**src/rtl/rsel_pkg.sv**
```systemverilog
package rsel_pkg;

  typedef enum logic [1:0] {
    POL_RANDOM = 2'd0,
    POL_LRR    = 2'd1,
    POL_LRU    = 2'd2
  } rsel_policy_e;

  typedef logic [1:0]  way_t;
  typedef way_t [3:0]  order_t;  // entry 0 = first eviction candidate

  function automatic int idx_w(int lines);
    return (lines > 1) ? $clog2(lines) : 1;
  endfunction

  function automatic int hist_w(int pol, int ways);
    if (ways < 2) return 1;
    if (pol == int'(POL_LRU)) return (ways == 2) ? 1 : (ways == 3) ? 3 : 5;
    return 1;
  endfunction

  // Rotating candidate list starting at base.
  function automatic order_t cyc_order(int ways, way_t base);
    order_t o;
    o = '0;
    for (int i = 0; i < 4; i++)
      if (i < ways) o[i] = way_t'((int'(base) + i) % ways);
    return o;
  endfunction

  // History code -> age list, oldest first.
  function automatic order_t lru_decode(int ways, logic [4:0] code);
    order_t     o;
    int         r0, r1, r2, k, d0, d1, d2, dsel;
    logic [3:0] used;
    o = '0;
    case (ways)
      2: begin
        o[0] = way_t'(code[0]);
        o[1] = way_t'(!code[0]);
      end
      3: begin
        // bit0: 0 newer than 1, bit1: 0 newer than 2, bit2: 1 newer than 2
        r0 = int'(code[0]) + int'(code[1]);
        r1 = int'(!code[0]) + int'(code[2]);
        r2 = int'(!code[1]) + int'(!code[2]);
        o[r0] = 2'd0;
        o[r1] = 2'd1;
        o[r2] = 2'd2;
      end
      4: begin
        d0 = int'(code) / 6;
        d1 = (int'(code) % 6) / 2;
        d2 = int'(code) % 2;
        used = '0;
        for (int s = 0; s < 3; s++) begin
          dsel = (s == 0) ? d0 : (s == 1) ? d1 : d2;
          k = 0;
          for (int w = 0; w < 4; w++) begin
            if (!used[w]) begin
              if (k == dsel) begin
                o[s]    = way_t'(w);
                used[w] = 1'b1;
              end
              k++;
            end
          end
        end
        for (int w = 0; w < 4; w++)
          if (!used[w]) o[3] = way_t'(w);
      end
      default: o = '0;
    endcase
    return o;
  endfunction

  // Age list -> history code.
  function automatic logic [4:0] lru_encode(int ways, order_t o);
    int pos [4];
    int d1, d2;
    logic [4:0] c;
    c = '0;
    pos = '{0, 0, 0, 0};
    case (ways)
      2: c = {4'b0, o[0][0]};
      3: begin
        for (int i = 0; i < 3; i++) pos[o[i]] = i;
        c = {2'b0, pos[1] > pos[2], pos[0] > pos[2], pos[0] > pos[1]};
      end
      4: begin
        d1 = 0;
        d2 = 0;
        for (int w = 0; w < 4; w++) begin
          if (way_t'(w) < o[1] && way_t'(w) != o[0]) d1++;
          if (way_t'(w) < o[2] && way_t'(w) != o[0] && way_t'(w) != o[1]) d2++;
        end
        c = 5'(int'(o[0]) * 6 + d1 * 2 + d2);
      end
      default: c = '0;
    endcase
    return c;
  endfunction

  // Move way w to the newest slot.
  function automatic order_t lru_touch(int ways, order_t o, way_t w);
    order_t n;
    int p;
    p = 0;
    for (int i = 0; i < 4; i++)
      if (i < ways && o[i] == w) p = i;
    n = o;
    for (int i = 0; i < 3; i++)
      if (i >= p && i < ways - 1) n[i] = o[i+1];
    n[ways-1] = w;
    return n;
  endfunction

endpackage

```
**src/rtl/rsel_hist_mem.sv**
```systemverilog
module rsel_hist_mem #(
  parameter int LINES = 16,
  parameter int HW    = 5,
  localparam int IW   = rsel_pkg::idx_w(LINES)
) (
  input  logic          clk,
  input  logic          rst_n,
  input  logic [IW-1:0] idx,
  input  logic          wr_en,
  input  logic [HW-1:0] wr_data,
  output logic [HW-1:0] rd_data
);

  logic [HW-1:0] mem_q [LINES];
  logic [HW-1:0] mem_d [LINES];

  always_comb begin
    mem_d = mem_q;
    if (wr_en) mem_d[idx] = wr_data;
  end

  always_ff @(posedge clk or negedge rst_n) begin
    if (!rst_n) begin
      for (int i = 0; i < LINES; i++) mem_q[i] <= '0;
    end else begin
      for (int i = 0; i < LINES; i++) mem_q[i] <= mem_d[i];
    end
  end

  assign rd_data = mem_q[idx];

endmodule

```
**src/rtl/rsel_rand_ctr.sv**
```systemverilog
module rsel_rand_ctr #(
  parameter int WAYS = 4
) (
  input  logic              clk,
  input  logic              rst_n,
  output rsel_pkg::way_t    value
);
  import rsel_pkg::*;

  way_t cnt_q, cnt_d;
  logic cnt_en;

  assign cnt_en = 1'b1;

  always_comb begin
    cnt_d = cnt_q;
    if (cnt_en) cnt_d = (cnt_q == way_t'(WAYS - 1)) ? '0 : cnt_q + 2'd1;
  end

  always_ff @(posedge clk or negedge rst_n) begin
    if (!rst_n) cnt_q <= '0;
    else        cnt_q <= cnt_d;
  end

  assign value = cnt_q;

endmodule

```
**src/rtl/rsel_pick.sv**
```systemverilog
module rsel_pick #(
  parameter int WAYS    = 4,
  parameter bit LOCK_EN = 1'b1
) (
  input  rsel_pkg::order_t  order,
  input  logic [WAYS-1:0]   lock,
  output rsel_pkg::way_t    victim,
  output logic              none
);
  import rsel_pkg::*;

  logic [3:0] lk4;
  way_t       sel;
  logic       miss;

  assign lk4 = 4'(lock);

  always_comb begin
    sel  = '0;
    miss = 1'b1;
    for (int i = 0; i < WAYS; i++) begin
      if (miss && !(LOCK_EN && lk4[order[i]])) begin
        sel  = order[i];
        miss = 1'b0;
      end
    end
  end

  assign victim = miss ? '0 : sel;
  assign none   = miss;

endmodule

```
**src/rtl/repl_way_sel.sv**
```systemverilog
module repl_way_sel #(
  parameter int                     WAYS    = 4,
  parameter int                     LINES   = 16,
  parameter rsel_pkg::rsel_policy_e POLICY  = rsel_pkg::POL_LRU,
  parameter bit                     LOCK_EN = 1'b1
) (
  input  logic                                clk,
  input  logic                                rst_n,
  input  logic [rsel_pkg::idx_w(LINES)-1:0]   line_idx,
  input  logic                                hit_vld,
  input  logic [1:0]                          hit_way,
  input  logic                                fill_vld,
  input  logic [1:0]                          fill_way,
  input  logic [WAYS-1:0]                     way_lock,
  output logic [1:0]                          victim_way,
  output logic                                no_victim
);
  import rsel_pkg::*;

  localparam int IW   = idx_w(LINES);
  localparam int HW   = hist_w(int'(POLICY), WAYS);
  localparam bit KEEP = (WAYS > 1) && (POLICY != POL_RANDOM);

  order_t pref;

  if (KEEP) begin : g_hist
    logic [HW-1:0] cur, nxt;
    logic          we;

    rsel_hist_mem #(.LINES(LINES), .HW(HW)) u_mem (
      .clk     (clk),
      .rst_n   (rst_n),
      .idx     (line_idx),
      .wr_en   (we),
      .wr_data (nxt),
      .rd_data (cur)
    );

    if (POLICY == POL_LRU) begin : g_lru
      order_t o_cur, o_hit, o_fill;
      always_comb begin
        o_cur  = lru_decode(WAYS, 5'(cur));
        o_hit  = hit_vld  ? lru_touch(WAYS, o_cur, hit_way)  : o_cur;
        o_fill = fill_vld ? lru_touch(WAYS, o_hit, fill_way) : o_hit;
        nxt    = HW'(lru_encode(WAYS, o_fill));
        we     = hit_vld | fill_vld;
      end
      assign pref = o_cur;
    end else begin : g_lrr
      assign nxt  = HW'(~fill_way[0]);
      assign we   = fill_vld;
      assign pref = cyc_order(WAYS, way_t'(cur[0]));
    end
  end else begin : g_nohist
    way_t base;
    if (WAYS > 1) begin : g_rnd
      rsel_rand_ctr #(.WAYS(WAYS)) u_rnd (
        .clk   (clk),
        .rst_n (rst_n),
        .value (base)
      );
    end else begin : g_one
      assign base = '0;
    end
    assign pref = cyc_order(WAYS, base);
  end

  rsel_pick #(.WAYS(WAYS), .LOCK_EN(LOCK_EN)) u_pick (
    .order  (pref),
    .lock   (way_lock),
    .victim (victim_way),
    .none   (no_victim)
  );

endmodule

```
**config.mk**
```make
export PLATFORM = sky130hd
export DESIGN_NAME = repl_way_sel
export DESIGN_NICKNAME = d
export VERILOG_FILES = /design/src/rtl/rsel_pkg.sv /design/src/rtl/rsel_hist_mem.sv /design/src/rtl/rsel_rand_ctr.sv /design/src/rtl/rsel_pick.sv /design/src/rtl/repl_way_sel.sv
export SDC_FILE = /design/constraint.sdc
export NUM_CORES = 1
export LEC_CHECK = 0
export ABC_AREA = 1
export CAP_MARGIN = 40
export CELL_PAD_IN_SITES_DETAIL_PLACEMENT = 1
export CELL_PAD_IN_SITES_GLOBAL_PLACEMENT = 2
export CORE_MARGIN = 1.5
export CORE_UTILIZATION = 38
export CTS_BUF_LIST = sky130_fd_sc_hd__clkbuf_4 sky130_fd_sc_hd__clkbuf_8 sky130_fd_sc_hd__clkbuf_16
export DETAILED_ROUTE_END_ITERATION = 10
export GPL_TIMING_DRIVEN = 0
export PLACE_DENSITY_LB_ADDON = 0.1
export RECOVER_POWER = 50
export REMOVE_ABC_BUFFERS = 1
export SYNTH_ARGS = -nofsm -noshare
export SYNTH_HDL_FRONTEND = slang
export SYNTH_SLANG_ARGS = --single-unit
```
**constraint.sdc**
```tcl
create_clock -name clk -period 22.5 [get_ports clk]
set_clock_uncertainty 0.05 [all_clocks]
set_input_delay 5.625 -clock clk [delete_from_list [all_inputs] [get_ports clk]]
set_output_delay 5.625 -clock clk [all_outputs]
set_load 0.01 [all_outputs]
```
==> run_results.csv, run 1 <==
group,metric,value,unit
sta,finalSetupTns,0,ns
setup_path,crit_arrival,13.67,ns
place,gp_routability_congestion,0.840,
sta,fmax,51.7,MHz
sta,slew_viol_final,57,
die,start_util,38.7,%
logic_synthesis,ys_seq_area_share,32.7,%
routing,dr.pass1.iters,4,
routing,wl_met2,8.97,mm
setup_path,cp_slowest_cell,"dlygate4sd3_1",
setup_path,rr_worst_depth,62,
clock_tree,worstSkewPairLatency,0.34,ns
sta,post-route-period-util,86.0,%
grt,overflow,0,
final_layout,num-fill-cells,2074,
min_path,holdPathStages,2,
grt,antenna_found_initial,0,
logic_synthesis,synth_top_flop_cell,"dfrtp_1",
final_layout,nNetsFinal,982,
routing,wl_per_cell,15.0,um
sta,relSlewSlack,-108,%
sta,min_period,19.35,ns
place,portBuffers,18,
logic_synthesis,postSynthAreaPerCell,6.54,sq um
final_layout,area_growth,10.4,%
final_layout,layout_commonest_cell,"nand2_1",
setup_path,end_kind,"primary output",
clock_tree,path_clk_slew,0.06,ns
setup_path,slowest_delay,1.10,ns
clock_tree,post_cts_buffers,0,
clock_tree,cts_tree,"built",
setup_path,reg2reg_from,"g_hist.u_mem.mem_q[9]$_DFFE_PN0P_",
die,ios,19,
grt,grt_max_degree,57,
final_layout,final_cell_mix,"nand2_1 (370), inv_1 (134), dfrtp_1 (80), o21ai_0 (79), nor2_1 (61)",
setup_path,crit_type,"in -> out",
sta,grt_setup_unrepaired,"false",
die,fp-row-count,46,
final_layout,largest_reg_flops,80,
final_layout,drive_above_1_share,9.88,%
final_layout,seq_area,2000,sq um
clock_tree,clkSinkCount,80,
place,hpwl,13.1,mm
min_path,hold_start,"g_hist.u_mem.mem_q[40]$_DFFE_PN0P_",
logic_synthesis,ys_types,46,
min_path,holdCritPathClass,"reg -> reg",
final_layout,max_flop_register,"g_hist.u_mem.mem_q",
setup_path,required,16.83,ns
sta,hold_viol,0,
logic_synthesis,ys_seq_elements,80,
routing,wl,17.5,mm
clock_tree,clock-root-buffer,"clkbuf_16",
routing,routed.top_layer,"met4",
die,die_w,130,um
routing,drc,0,
clock_tree,numCtsBuffers,9,
die,fp.dieH,130,um
routing,final_antenna_net_count,0,
grt,grt_pass1_wl,29.4,mm
setup_path,rrSetupSlack,12.55,ns
grt,grt.total_usage,22.0,%
final_layout,diodes,0,
routing,wl_met1,7.99,mm
clock_tree,cts_buffer_depth,2,
logic_synthesis,syn_inst,936,
final_layout,reg_top3,"g_hist.u_mem.mem_q x80",
run,maxCapViolations,1,
grt,grt_pass1_vias,5960,
routing,via_per_inst,4.92,
die,die_area,16900,sq um
setup_path,start_kind,"primary input",
clock_tree,cts_resized,0,
logic_synthesis,synth-edff-count,0,
logic_synthesis,async_flop_share,100,%
routing,drt_iter0_drc,201,
clock_tree,cts_hold_buf,0,
setup_path,cpMostUsedCell,"inv_1",
sta,tightest_slew,3.12,ns
routing,met3_length,333,um
die,core_area,15800,sq um
final_layout,multi_input_area,3410,sq um
clock_tree,htreeDepth,3,
sta,finalSetupViolations,0,
outcome,status,"finished, violations left",
routing,vias,5737,
logic_synthesis,syn_area,6120,sq um
setup_path,path_max_fanout,23,
min_path,worst_hold_path.endpoint,"g_hist.u_mem.mem_q[40]$_DFFE_PN0P_",
setup_path,r2r_end,"g_hist.u_mem.mem_q[68]$_DFFE_PN0P_",
outcome,violations,"capacitance limit, slew limit",
logic_synthesis,synth_warnings,0,
-- worst max-delay path, delay by kind of cell --
family / cells / cell delay (ns)
buf+inv: 10 / 2.85
fa+ha+maj: 5 / 1.27
xor+xnor: 1 / 0.18
compound gates: 5 / 0.73
simple gates: 23 / 2.94
-- routing by layer --
layer | up-vias | GRT usage, %
met5 | - | 0
li1 | 2903 | -
met1 | 2762 | 27.4
met2 | 56 | 40.6
met4 | 0 | 5.36
met3 | 16 | 2.71
-- worst max path at each step --
stage                           start       endpoint  cells after the start
after detailed placement  line_idx[1]  victim_way[0]                     44
final                     line_idx[1]  victim_way[0]                     44
after global routing      line_idx[1]  victim_way[1]                     46
after CTS                 line_idx[1]  victim_way[0]                     44
after global placement    line_idx[0]  victim_way[0]                     46
after floorplan           line_idx[1]  victim_way[1]                     42
-- area by class of cell --
class,count,area share [%]
tap,216,4.00
sequential,80,29.6
multi-input combinational,688,50.5
clock buffer,14,4.07
inverter,146,8.15
timing repair buffer,21,3.13
clock inverter,2,0.556
-- logic make-up after synthesis --
family | Yosys count | share of synthesized area, %
AOI/OAI and AO/OA | 114 | 9.98
xor gates and xnor gates | 11 | 1.57
DFF | 80 | 32.7
and+or+nand+nor | 543 | 39.6
buffers and inverters | 168 | 11.7
adders and majority gates | 20 | 4.46
-- through the flow --
stage	setup WS, ns	hold slack, ns	instances	area (sq um)	utilization, %
6_report	3.15	0.428	1167	6760	42.7
3_3_place_gp	2.53	0.413	1148	6400	40.5
4_1_cts	3.22	0.435	1167	6780	42.9
5_1_grt	2.13	0.457	1167	6760	42.7
3_5_place_dp	3.23	0.418	1151	6470	40.9
2_1_floorplan	6.21	0.399	914	5950	-
-- cell usage after synthesis, types with 3 or more instances --
master    count  share of area [%]
nand2_1     370                 23
fa_1          3               0.98
dfrtp_1      80                 33
inv_2        10               0.61
buf_4         4               0.49
o211ai_1      3               0.37
ha_1         17                3.5
nand3_1      37                3.0
clkbuf_1      4               0.25
nand2_4       5               0.92
xor2_1        9                1.3
buf_2         4               0.33
nand3_2      15                2.5
o21ai_1      10               0.82
nor2_2        4               0.41
nand2_2      24                2.5
buf_6         7                1.3
o21ai_0      79                6.5
nand4_1       9               0.92
a21oi_1      10               0.82
nand3_4       3               0.86
nor2_4        5               0.92
nor2_1       61                3.7
inv_1       134                8.2
Power of run 1 is left out: the tool's default activity adds up to more than one toggle a clock period on the data nets, which glitch-free logic cannot reach.
==> inputs of run 2 (changes only) <==
CORE_UTILIZATION = 35   (was 38)
SLEW_MARGIN = 40   (was unset)
clock period = 18 ns   (was 22.5 ns; I/O delays follow)
==> run_results.csv, run 2 (synthesized netlist as in run 1, its figures left out) <==
group,metric,value,unit
sta,finalSetupTns,0,ns
grt,grt_pass1_vias,5931,
setup_path,path_max_fanout,23,
clock_tree,cts_resized,0,
routing,drt_iter0_drc,247,
setup_path,required,13.45,ns
die,die_w,135,um
setup_path,crit_type,"in -> out",
die,ios,19,
sta,grt_setup_unrepaired,"false",
die,core_area,17200,sq um
place,gp_routability_congestion,0.840,
setup_path,start_kind,"primary input",
run,maxCapViolations,2,
grt,grt_pass1_wl,29.1,mm
min_path,hold_start,"g_hist.u_mem.mem_q[30]$_DFFE_PN0P_",
setup_path,rr_worst_depth,62,
sta,min_period,16.57,ns
clock_tree,post_cts_buffers,0,
routing,dr.pass1.iters,4,
setup_path,end_kind,"primary output",
routing,wl_per_cell,14.8,um
die,start_util,35.6,%
routing,final_antenna_net_count,0,
final_layout,layout_commonest_cell,"nand2_1",
setup_path,cpMostUsedCell,"nand2_1",
clock_tree,htreeDepth,3,
clock_tree,clkSinkCount,80,
clock_tree,numCtsBuffers,9,
die,fp.dieH,135,um
sta,finalSetupViolations,0,
sta,post-route-period-util,92.0,%
die,fp-row-count,48,
final_layout,num-fill-cells,2300,
final_layout,largest_reg_flops,80,
sta,fmax,60.4,MHz
grt,antenna_found_initial,0,
clock_tree,cts_tree,"built",
final_layout,reg_top3,"g_hist.u_mem.mem_q x80",
clock_tree,clock-root-buffer,"clkbuf_16",
setup_path,slowest_delay,0.75,ns
outcome,violations,"capacitance limit, slew limit",
final_layout,area_growth,9.71,%
final_layout,drive_above_1_share,9.50,%
final_layout,diodes,0,
min_path,holdPathStages,2,
setup_path,crit_path_start,"line_idx[1]",
grt,overflow,0,
place,portBuffers,18,
sta,slew_viol_final,83,
clock_tree,cts_buffer_depth,2,
sta,relSlewSlack,-70.6,%
sta,hold_viol,0,
routing,via_per_inst,4.85,
clock_tree,worstSkewPairLatency,0.33,ns
setup_path,crit_arrival,12.02,ns
final_layout,final_cell_mix,"nand2_1 (370), inv_1 (133), dfrtp_1 (80), o21ai_0 (79), nor2_1 (61)",
grt,grt.total_usage,19.9,%
sta,tightest_slew,2.56,ns
clock_tree,path_clk_slew,0.06,ns
setup_path,cp_slowest_cell,"clkinv_1",
setup_path,reg2reg_from,"g_hist.u_mem.mem_q[49]$_DFFE_PN0P_",
die,die_area,18300,sq um
routing,wl,17.3,mm
place,hpwl,12.7,mm
final_layout,nNetsFinal,980,
final_layout,max_flop_register,"g_hist.u_mem.mem_q",
clock_tree,cts_hold_buf,0,
routing,drc,0,
routing,vias,5684,
grt,grt_max_degree,46,
min_path,holdCritPathClass,"reg -> reg",
outcome,status,"finished, violations left",
-- run 2: path summary, 6_finish.rpt --
kind                                                      endpoint  slack (ns)
worst max register to register  g_hist.u_mem.mem_q[33]$_DFFE_PN0P_        7.99
min in group asynchronous        g_hist.u_mem.mem_q[3]$_DFFE_PN0P_        4.66
worst max-delay path                                 victim_way[1]        1.43
worst min-delay path            g_hist.u_mem.mem_q[30]$_DFFE_PN0P_        0.43
worst min register to register  g_hist.u_mem.mem_q[30]$_DFFE_PN0P_        0.43
max in group asynchronous       g_hist.u_mem.mem_q[29]$_DFFE_PN0P_       10.01
-- run 2: area by class of cell --
| class | instances | area (sq um) | share of cell area [%] |
|---|---|---|---|
| inverter | 146 | 551 | 8.20 |
| clock inverter | 3 | 42.5 | 0.634 |
| multi-input combinational | 688 | 3420 | 50.9 |
| timing repair buffer | 19 | 170 | 2.53 |
| tap | 225 | 282 | 4.19 |
| sequential | 80 | 2000 | 29.8 |
| clock buffer | 11 | 253 | 3.76 |
-- run 2: critical path: cells and delay by family --
| kind | cells | cell delay, ns |
|---|---|---|
| AND/OR/NAND/NOR | 24 | 3.06 |
| buffers and inverters | 10 | 2.28 |
| adder cells (fa/ha/maj) | 5 | 1.28 |
| XOR/XNOR | 1 | 0.19 |
| AO/OA/AOI/OAI | 6 | 0.73 |
-- run 2: layer usage --
layer / global-route usage (%) / vias up / wire [um]
li1: - / 2892 / -
met1: 24.8 / 2739 / 8030
met2: 36.6 / 44 / 8780
met3: 2.02 / 9 / 281
met4: 5.14 / 0 / 203
met5: 0 / - / 0
-- run 2: stage by stage --
stage	hold slack (ns)	std cells	setup WS (ns)	util (%)	area, sq um
5_1_grt	0.451	1172	0.641	39.1	6720
3_5_place_dp	0.419	1158	1.66	37.6	6460
4_1_cts	0.435	1172	1.65	39.3	6750
2_1_floorplan	0.399	914	3.96	-	5950
6_report	0.429	1172	1.43	39.1	6720
3_3_place_gp	0.414	1157	0.190	37.4	6420
Power of run 2 is left out for the same reason.
==> inputs of run 3 (changes only) <==
SLEW_MARGIN = unset   (was 40)
==> run_results.csv, run 3 (synthesized netlist as in run 1, its figures left out) <==
group,metric,value,unit
clock_tree,cts_tree,"built",
run,maxCapViolations,2,
clock_tree,worstSkewPairLatency,0.34,ns
setup_path,path_buf_inv,10,
setup_path,crit_family,"simple AND/OR/NAND/NOR gates",
place,portBuffers,18,
setup_path,reg2reg_from,"g_hist.u_mem.mem_q[59]$_DFFE_PN0P_",
final_layout,max_flop_register,"g_hist.u_mem.mem_q",
routing,drc,0,
final_layout,drive_above_1_share,9.68,%
final_layout,diodes,0,
setup_path,crit_path_start,"line_idx[1]",
sta,finalSetupViolations,0,
clock_tree,cts_resized,0,
sta,hold_viol,0,
sta,relSlewSlack,-97.7,%
clock_tree,path_clk_slew,0.06,ns
setup_path,crit_type,"in -> out",
min_path,holdCritPathClass,"reg -> reg",
die,ios,19,
outcome,status,"finished, violations left",
die,fp-row-count,48,
grt,grt_pass1_vias,5815,
routing,drt_iter0_drc,220,
clock_tree,cts_buffer_depth,2,
die,die_area,18300,sq um
setup_path,crit_arrival,12.07,ns
clock_tree,post_cts_buffers,0,
final_layout,largest_reg_flops,80,
clock_tree,numCtsBuffers,9,
final_layout,final_cell_mix,"nand2_1 (370), inv_1 (134), dfrtp_1 (80), o21ai_0 (79), nor2_1 (61)",
routing,wl,17.2,mm
sta,slew_viol_final,82,
setup_path,cp_slowest_cell,"clkdlybuf4s50_1",
grt,antenna_found_initial,0,
min_path,hold_start,"g_hist.u_mem.mem_q[45]$_DFFE_PN0P_",
place,gp_routability_congestion,0.840,
grt,grt_max_degree,55,
grt,overflow,0,
outcome,violations,"capacitance limit, slew limit",
routing,final_antenna_net_count,0,
final_layout,reg_top3,"g_hist.u_mem.mem_q x80",
grt,grt_pass1_wl,28.7,mm
sta,min_period,16.62,ns
sta,finalSetupTns,0,ns
routing,vias,5626,
clock_tree,clock-root-buffer,"clkbuf_16",
routing,wl_per_cell,14.6,um
setup_path,slowest_delay,0.71,ns
sta,post-route-period-util,92.3,%
final_layout,stdcell_area,6740,sq um
setup_path,end_kind,"primary output",
die,core_area,17200,sq um
final_layout,area_growth,10.0,%
setup_path,required,13.45,ns
setup_path,path_max_fanout,23,
clock_tree,htreeDepth,3,
routing,via_per_inst,4.79,
final_layout,layout_commonest_cell,"nand2_1",
grt,grt.total_usage,19.8,%
setup_path,start_kind,"primary input",
clock_tree,cts_hold_buf,0,
sta,tightest_slew,2.97,ns
die,die_w,135,um
die,start_util,35.6,%
final_layout,utilization,39.2,%
sta,grt_setup_unrepaired,"false",
final_layout,nNetsFinal,983,
die,fp.dieH,135,um
place,hpwl,12.8,mm
sta,fmax,60.2,MHz
place,place_area,6500,sq um
setup_path,cpMostUsedCell,"nand2_1",
clock_tree,clkSinkCount,80,
final_layout,num-fill-cells,2278,
routing,dr.pass1.iters,4,
run 3: cell count changes in the layout (fill, tap and decap cells not counted), sizes merged:
cell / delta
buf: +2
clkinv: -1
inv: +1
bufinv: -1
clkinvlp: +1
clkdlybuf4s50: +1
run 3: area by class of cell:
class / instances / area, sq um / share of cell area, %
Multi-Input combinational cell: 688 / 3400 / 50.5
Sequential cell: 80 / 2000 / 29.7
Inverter: 146 / 551 / 8.17
Tap cell: 225 / 282 / 4.18
Clock buffer: 11 / 246 / 3.66
Timing Repair Buffer: 22 / 230 / 3.42
Clock inverter: 3 / 20.0 / 0.297
run 3: metal layers:
| metal | share of wire, % | track usage [%] | routed length (um) | vias up |
|---|---|---|---|---|
| li1 | - | - | - | 2896 |
| met1 | 47 | 25.1 | 8110 | 2680 |
| met2 | 50 | 35.9 | 8620 | 40 |
| met3 | 1.8 | 2.21 | 318 | 10 |
| met4 | 0.83 | 4.60 | 143 | 0 |
| met5 | 0 | 0 | 0 | - |
run 3: tightest hold or removal path, delay by kind of cell, from the launching register on:
family	cells	cell delay (ns)
flops	1	0.34
simple gates	2	0.10
run 3: final timing paths:
kind | cells past startpoint | end | slack [ns]
max in group asynchronous | 2 | g_hist.u_mem.mem_q[51]$_DFFE_PN0P_ | 9.97
worst max register to register | 61 | g_hist.u_mem.mem_q[23]$_DFFE_PN0P_ | 8.04
worst min register to register | 2 | g_hist.u_mem.mem_q[45]$_DFFE_PN0P_ | 0.43
worst min-delay path | 2 | g_hist.u_mem.mem_q[45]$_DFFE_PN0P_ | 0.43
min in group asynchronous | 1 | g_hist.u_mem.mem_q[13]$_DFFE_PN0P_ | 4.47
worst max-delay path | 45 | victim_way[1] | 1.38
run 3: stage by stage:
| step | cells | hold slack, ns | setup WS [ns] |
|---|---|---|---|
| 3_5_place_dp | 1161 | 0.415 | 1.38 |
| 6_report | 1175 | 0.428 | 1.38 |
| 3_3_place_gp | 1157 | 0.414 | 0.190 |
| 5_1_grt | 1175 | 0.452 | 0.748 |
| 2_1_floorplan | 914 | 0.399 | 3.96 |
| 4_1_cts | 1175 | 0.432 | 1.37 |
Power of run 3 is left out for the same reason.
